**src/rtl/pc_unit_pkg.sv**
```systemverilog
package pc_unit_pkg;
  typedef enum logic [1:0] {
    BR_NONE = 2'd0,
    BR_LINK = 2'd1,
    BR_GE   = 2'd2,
    BR_NE   = 2'd3
  } br_kind_e;

  localparam logic [4:0] LINK_REG = 5'd31;
endpackage

```
**src/rtl/pc_branch_decide.sv**
```systemverilog
module pc_branch_decide
  import pc_unit_pkg::*;
#(
  parameter int ALU_W = 16
) (
  input  br_kind_e           kind,
  input  logic [ALU_W-1:0]   alu_res,
  output logic               taken,
  output logic               is_link
);
  // Sign of the subtraction decides greater-or-equal; any set bit decides not-equal.
  function automatic logic ge_hit(input logic [ALU_W-1:0] v);
    return ~v[ALU_W-1];
  endfunction

  function automatic logic ne_hit(input logic [ALU_W-1:0] v);
    return |v;
  endfunction

  always_comb begin
    taken   = 1'b0;
    is_link = 1'b0;
    unique case (kind)
      BR_NONE: taken = 1'b0;
      BR_LINK: begin
        taken   = 1'b1;
        is_link = 1'b1;
      end
      BR_GE:   taken = ge_hit(alu_res);
      BR_NE:   taken = ne_hit(alu_res);
      default: taken = 1'b0;
    endcase
  end
endmodule

```
**src/rtl/pc_target_calc.sv**
```systemverilog
module pc_target_calc
  import pc_unit_pkg::*;
#(
  parameter int PC_W  = 16,
  parameter int OFF_W = 16,
  parameter int TGT_W = 26
) (
  input  logic [PC_W-1:0]  pc,
  input  logic             is_link,
  input  logic [OFF_W-1:0] off,
  input  logic [TGT_W-1:0] tgt,
  output logic [PC_W-1:0]  redirect_pc,
  output logic [PC_W-1:0]  seq_pc,
  output logic [PC_W-1:0]  link_val
);
  localparam logic [PC_W-1:0] STEP = PC_W'(4);

  // Word offset to byte offset, sign extended then cut to PC width.
  function automatic logic [PC_W-1:0] off_bytes(input logic [OFF_W-1:0] o);
    return PC_W'({{PC_W{o[OFF_W-1]}}, o, 2'b00});
  endfunction

  // Word target to byte address, cut to PC width.
  function automatic logic [PC_W-1:0] tgt_bytes(input logic [TGT_W-1:0] t);
    return PC_W'({{PC_W{1'b0}}, t, 2'b00});
  endfunction

  always_comb begin
    seq_pc      = pc + STEP;
    link_val    = pc - STEP;
    redirect_pc = is_link ? tgt_bytes(tgt) : (pc + off_bytes(off));
  end
endmodule

```
**src/rtl/pc_state_reg.sv**
```systemverilog
module pc_state_reg #(
  parameter int PC_W = 16
) (
  input  logic            clk,
  input  logic            rst_n,
  input  logic            take_redirect,
  input  logic            word_live,
  input  logic [PC_W-1:0] redirect_pc,
  input  logic [PC_W-1:0] seq_pc,
  output logic [PC_W-1:0] pc_q
);
  logic [PC_W-1:0] pc_d;

  // Redirect first, then sequential step, else hold on the sentinel.
  always_comb begin
    if (take_redirect)  pc_d = redirect_pc;
    else if (word_live) pc_d = seq_pc;
    else                pc_d = pc_q;
  end

  always_ff @(posedge clk or negedge rst_n) begin
    if (!rst_n) pc_q <= '0;
    else        pc_q <= pc_d;
  end
endmodule

```
**src/rtl/pc_redirect_unit.sv**
```systemverilog
module pc_redirect_unit
  import pc_unit_pkg::*;
#(
  parameter int PC_W   = 16,
  parameter int ALU_W  = 16,
  parameter int OFF_W  = 16,
  parameter int TGT_W  = 26,
  parameter int WORD_W = 32,
  localparam int RA_W  = PC_W - 2
) (
  input  logic              clk,
  input  logic              rst_n,
  input  logic [1:0]        br_kind,
  input  logic [ALU_W-1:0]  alu_res,
  input  logic [OFF_W-1:0]  br_off,
  input  logic [TGT_W-1:0]  jmp_tgt,
  input  logic [WORD_W-1:0] rom_data,
  output logic [RA_W-1:0]   rom_addr,
  output logic [WORD_W-1:0] instr_out,
  output logic              redirect_o,
  output logic              link_we,
  output logic [4:0]        link_idx,
  output logic [PC_W-1:0]   link_data,
  output logic              prog_end
);
  logic [PC_W-1:0] pc_q;
  logic [PC_W-1:0] redirect_pc;
  logic [PC_W-1:0] seq_pc;
  logic            take_redirect;
  logic            is_link;
  logic            word_live;
  br_kind_e        kind;

  assign kind      = br_kind_e'(br_kind);
  assign word_live = |rom_data;

  pc_branch_decide #(.ALU_W(ALU_W)) u_decide (
    .kind    (kind),
    .alu_res (alu_res),
    .taken   (take_redirect),
    .is_link (is_link)
  );

  pc_target_calc #(.PC_W(PC_W), .OFF_W(OFF_W), .TGT_W(TGT_W)) u_calc (
    .pc          (pc_q),
    .is_link     (is_link),
    .off         (br_off),
    .tgt         (jmp_tgt),
    .redirect_pc (redirect_pc),
    .seq_pc      (seq_pc),
    .link_val    (link_data)
  );

  pc_state_reg #(.PC_W(PC_W)) u_pc (
    .clk           (clk),
    .rst_n         (rst_n),
    .take_redirect (take_redirect),
    .word_live     (word_live),
    .redirect_pc   (redirect_pc),
    .seq_pc        (seq_pc),
    .pc_q          (pc_q)
  );

  assign rom_addr   = pc_q[PC_W-1:2];
  assign instr_out  = rom_data;
  assign redirect_o = take_redirect;
  assign link_we    = is_link;
  assign link_idx   = LINK_REG;
  assign prog_end   = rst_n & ~word_live;
endmodule

```
**config.mk**
```make
export PLATFORM = sky130hd
export DESIGN_NAME = pc_redirect_unit
export DESIGN_NICKNAME = d
export VERILOG_FILES = /design/src/rtl/pc_unit_pkg.sv /design/src/rtl/pc_branch_decide.sv /design/src/rtl/pc_target_calc.sv /design/src/rtl/pc_state_reg.sv /design/src/rtl/pc_redirect_unit.sv
export SDC_FILE = /design/constraint.sdc
export NUM_CORES = 1
export LEC_CHECK = 0
export ABC_AREA = 1
export CORE_MARGIN = 3
export CORE_UTILIZATION = 38
export CTS_CLUSTER_DIAMETER = 120
export CTS_CLUSTER_SIZE = 30
export DETAILED_ROUTE_END_ITERATION = 8
export PLACE_DENSITY_LB_ADDON = 0.12
export SLEW_MARGIN = 20
export SYNTH_ARGS = -nofsm -noshare
export SYNTH_HDL_FRONTEND = slang
export SYNTH_SLANG_ARGS = --single-unit
```
**constraint.sdc**
```tcl
create_clock -name clk -period 2.54 [get_ports clk]
set_input_delay 0.508 -clock clk [delete_from_list [all_inputs] [get_ports clk]]
set_output_delay 0.508 -clock clk [all_outputs]
set_load 0.02 [all_outputs]
```
==> After elaboration in Yosys (flattened, before gate mapping) <==
Cells that the tools add are included.
{ "totals": {"mem_count": 0, "ram_bits": 0, "latchBits": 0, "regBits": 16, "rom_bits": 0, "output_inout_bits": 70, "elab_cells": 19} }
{ "op_classes": {"n_mux": 5, "n_shift": 0, "eq_ne": 3, "reduce_logical": 4, "n_addsub": 3, "magnitude_cmp": 0, "multipliers": 0, "bitwise_logic": 3, "div": 0} }
{ "ops": {"columns": ["operator", "n"], "rows": [
  ["16-bit 2-to-1 mux", 3],
  ["32-bit OR reduction", 1],
  ["16-bit adder", 1],
  ["16-bit by 3-bit adder with 16-bit output (second input constant)", 1],
  ["16-bit OR reduction", 1],
  ["16-bit by 3-bit subtractor with 16-bit output (second input constant)", 1],
  ["2-bit == test (second input constant)", 2],
  ["1-bit one-hot mux with 4 select lines", 1],
  ["2-bit by 1-bit == test with 1-bit output (second input constant)", 1],
  ["2-bit zero test", 1],
  ["1-bit inverter", 2],
  ["2-bit nonzero test", 1],
  ["1-bit AND", 1],
  ["1-bit 2-to-1 mux", 1]
]} }

==> Longest topological paths before layout <==
{ "logic_depth": {"word_depth": 4, "ltp_mapped": 11} }

==> By module <==
From an unflattened synthesis, not the netlist that was laid out.
{ "hier_totals": {"hier_cells": 467, "area_unflattened_um2": 2857.7} }
{ "modules_own_cells": {"columns": ["mod", "seq_area_each_um2", "cells_each", "area_per_inst_um2", "instances"], "rows": [
  ["pc_target_calc", 0.0, 286, 1572.8, 1],
  ["pc_state_reg", 400.4, 88, 772.0, 1],
  ["pc_redirect_unit", 0.0, 71, 419.2, 1],
  ["pc_branch_decide", 0.0, 22, 93.8, 1]
]} }

==> Least setup slack after synthesis <==
OpenSTA, ideal clock, no wires.
{ "synth_path": {"kind": "register -> output", "startpoint": "register u_pc.pc_q[2]", "endpoint": "output link_data[14]", "path_stages_with_launch": 8, "path_buffers": 0, "required_time_ns": 2.032, "arrival_ns": 1.869, "path_slack_ns": 0.163, "cell_sequence": "dfrtp_1 inv_1 ha_1 nand3_1 nor3_2 nand2_2 nor3_2 xor2_1"} }
{ "synth_between": {"elab_chain_cells": 1} }
{ "synth_lines": {"columns": ["item", "line_no", "text"], "rows": [
  ["from (decl)", "pc_state_reg.sv:10", "output logic [PC_W-1:0] pc_q"],
  ["from (signal assigned)", "pc_state_reg.sv:23", "else pc_q <= pc_d;"],
  ["16-bit by 3-bit subtractor with 16-bit output", "pc_target_calc.sv:30", "link_val = pc - STEP;"],
  ["to (decl)", "pc_redirect_unit.sv:23", "output logic [PC_W-1:0] link_data,"]
]} }
Every way passes these cells.

==> Worst setup path in the final report <==
{ "layout_path": {"startpoint": "register u_pc.pc_q[3]", "endpoint": "output link_data[6]"} }
The elaborated chain is that of the path after synthesis.

==> summary.txt <==
Floorplan
  • Initial Util: between 40% and 50%
  • CORE AREA: 6459 um^2
  • I/O pin cnt: about 160
  • Die ar.: between 7000 and 8000 um^2
  • # rows: 29
  • Die extent in y: a little under 90 um
  • Die X-Extent: a little under 90 um

Route
  • Number of routed nets with antenna violations: 0
  • Routed WL: a little over 8000 um
  • Routed length per instance: around 13 um
  • Via/cell ratio: about 4.8
  • DR DRC count: 0
  • Drt pass-1 iters: 5
  • Initial DRC Count: around 120
  • Routed via count: around 3k

Layout
  • Area of the multi-input gates: between 1500 and 2000 um^2
  • Most frequent cells in the layout: clkdlybuf4s50_1 (133), nand2_1 (123), nor2_1 (75), inv_1 (53), nand3_1 (28)
  • Area growth syn-to-layout: 54.06%
  • Ant diodes: 0
  • Commonest non-fill, non-tap cell in the layout: clkdlybuf4s50_1
  • Fillers: between 600 and 700
  • Regs by FF count: u_pc.pc_q (14)
  • Layout cell share with drive strength beyond 1: between 7 and 8%
  • Fin nets: roughly 680
  • Top reg by flops: u_pc.pc_q
  • Max reg flops: 14
  • FF/Latch Area: approximately 350 um^2
  • Final Cell Area: approximately 4000 um^2

Pwr
  • Peak VDD IR: approximately 0.61 mV
  • Leakage power total: between 1.5 and 2 nW
  • Pwr Density: roughly 870 nW/um^2

Setup path
  • Slowest Stage Delay on Critical Path: about 620 ps
  • Crit. path cell count: 6
  • CP top delay family: buffers and inverters
  • Crit path from: u_pc.pc_q[3]$_DFFE_PN0P_
  • Setup crit end kind: output pin
  • Slowest cell on the critical path: clkdlybuf4s50_1
  • WP buf/inv: 3
  • Setup CP Type: flip-flop to output pin
  • CP required: 2030 ps
  • Crit start category: flip-flop
  • R2r setup slk: 460 ps
  • Capturing point of the worst reg2reg path: u_pc.pc_q[10]$_DFFE_PN0P_
  • Setup crit end: link_data[6]
  • Worst-case reg-to-reg path depth: 12
  • CP Cell Sequence: inv_1 > ha_1 > buf_4 > nand2_1 > xor2_1 > clkdlybuf4s50_1
  • Crit-path max FO: 4
  • Reg2reg start: u_pc.pc_q[2]$_DFFE_PN0P_
  • Worst EP arrival: around 1900 ps

Clock tree
  • CTS tree: yes
  • Post-CTS Hold Buffers: 0
  • Total CTS buffers: 3
  • CTS clock-pin slew for the worst setup and hold paths: ~70 ps
  • Clk sinks: 14
  • H-tree levels: 1
  • Clock Latency Late Sink: about 260 ps
  • Clock Tree Root: clkbuf_8
  • Clock Path Buffers: 2

Logic synthesis
  • Yosys cell types: 30
  • Mapped Area: between 2000 and 3000 um^2
  • Synth warnings: 0
  • Syn Inst Count: 445
  • Mean area per synthesized cell: between 5 and 6 um^2
  • Synthesized flop and latch total: 14
  • Sequential share of the synthesized area: between 10% and 20%

Timing
  • Fin crit period: about 2400 ps
  • F_max: about 420 MHz
  • RSZ-0062 raised after global routing: false
  • Final Cycle Share: 94.44%
  • Fin. Hold Viols: 0
  • Finish-stage setup viols: 0
  • Skew final: 8.537 ps
  • Hold Slack: 613.7 ps
  • Pins over their slew limit: 0

Global route
  • Vias in the first global route: 2778
  • Initial antenna violation count: 0
  • Largest net degree at the start of global routing: 22
  • GRT overflow: 0
  • First-pass GRT wire length: 12630 um
  • GRT Overall Usage: roughly a fifth

Placement
  • I/O Buffers: around 140
  • Post-DP Area: between 3000 and 4000 um^2
  • RD Place Congestion: around 0.84
  • DP HPWL: 7020 um

Flow run
  • Max Cap Violations: 0

Outcome
  • Outcome: finished clean

Min path
  • Hold crit path type: flip-flop to flip-flop
## routing by layer
metal	GRT usage, %	wire (um)
met1	23.69	3358
met2	38.41	4064
met3	6.331	757
met4	0.8242	8
met5	0	0
## through the flow
step / total power [mW] / worst slack [ps] / utilization, % / instances / setup TNS [ps]
6_report: 3.471 / 141.2 / 61.72 / 647 / 0
5_1_grt: 3.801 / 29.10 / 61.72 / 647 / 0
3_5_place_dp: 3.282 / -250.4 / 61.10 / 643 / -250.4
3_3_place_gp: 3.252 / -232.0 / 61.10 / 643 / -232.0
2_1_floorplan: 2.221 / 162.9 / - / 450 / 0
4_1_cts: 3.495 / 6.547 / 61.84 / 647 / 0
## worst min-delay path, delay by kind of cell, from the launching register on
family	cells	cell delay [ps]
DFF	1	420
and+or+nand+nor	1	110
AOI/OAI and AO/OA	1	40
## Yosys cell counts
cell type / n / area (um^2)
buf_4: 41 / 307.8
inv_2: 1 / 3.750
buf_2: 3 / 15.01
nor3_2: 4 / 40.04
dfrtp_1: 14 / 350.3
o211ai_1: 3 / 22.52
or2_2: 2 / 12.51
nor2_1: 75 / 281.5
o21ai_1: 4 / 20.02
clkbuf_1: 2 / 7.510
xor2_1: 21 / 183.9
nor4_1: 1 / 6.260
o21ai_0: 10 / 50.05
inv_1: 53 / 198.9
nand2_2: 2 / 12.51
nand2_1: 123 / 461.7
xnor2_1: 6 / 52.55
a21oi_1: 17 / 85.08
nand3_2: 2 / 20.02
nor3_1: 2 / 10.01
conb_1: 2 / 7.510
nor3_4: 1 / 16.27
nand4_1: 5 / 31.28
o31ai_1: 2 / 15.01
clkbuf_2: 1 / 5.000
nand3_1: 28 / 140.1
clkinv_1: 1 / 3.750
fa_1: 1 / 20.02
ha_1: 15 / 187.7
nor2_2: 3 / 18.77
## cell families (layout without fill, tap and decap cells)
group	Yosys count	after routing	synth area share, %
xor+xnor	27	27	9.139
buf+inv	102	222	20.94
simple gates	248	248	40.62
fa+ha+maj	16	16	8.027
flops	14	14	13.54
other cells	2	7	0.2902
compound gates	36	36	7.447
## cell type report
cell class | count | area share (%)
timing repair buffer | 163 | 39.23
tap | 77 | 2.417
inverter | 55 | 5.179
clock buffer | 4 | 1.381
sequential | 14 | 8.788
multi-input combinational | 334 | 43.00
## where the power goes
group	internal (mW)	switching, mW
Sequential	0.328	0.191
Clock	0.138	0.0906
Combinational	1.20	1.53
Total	1.66	1.81
## worst min-delay path by stage
stage                                   start                   endpoint  slack (ps)  cells past startpoint
finish              u_pc.pc_q[15]$_DFFE_PN0P_  u_pc.pc_q[15]$_DFFE_PN0P_         610                      2
global route        u_pc.pc_q[15]$_DFFE_PN0P_  u_pc.pc_q[15]$_DFFE_PN0P_         650                      2
CTS                 u_pc.pc_q[15]$_DFFE_PN0P_  u_pc.pc_q[15]$_DFFE_PN0P_         630                      2
detailed placement  u_pc.pc_q[15]$_DFFE_PN0P_  u_pc.pc_q[15]$_DFFE_PN0P_         610                      2
global placement    u_pc.pc_q[15]$_DFFE_PN0P_  u_pc.pc_q[15]$_DFFE_PN0P_         600                      2
floorplan                               rst_n  u_pc.pc_q[10]$_DFFE_PN0P_         210                      0
## what timing repair did
item                                   in CTS  in global routing
gates resized for setup                     6                 11
endpoints found under the hold margin       0                  0
buffers inserted                            0                  0
setup endpoints to repair                   6                  7
(Power assumes the default switching activity.)
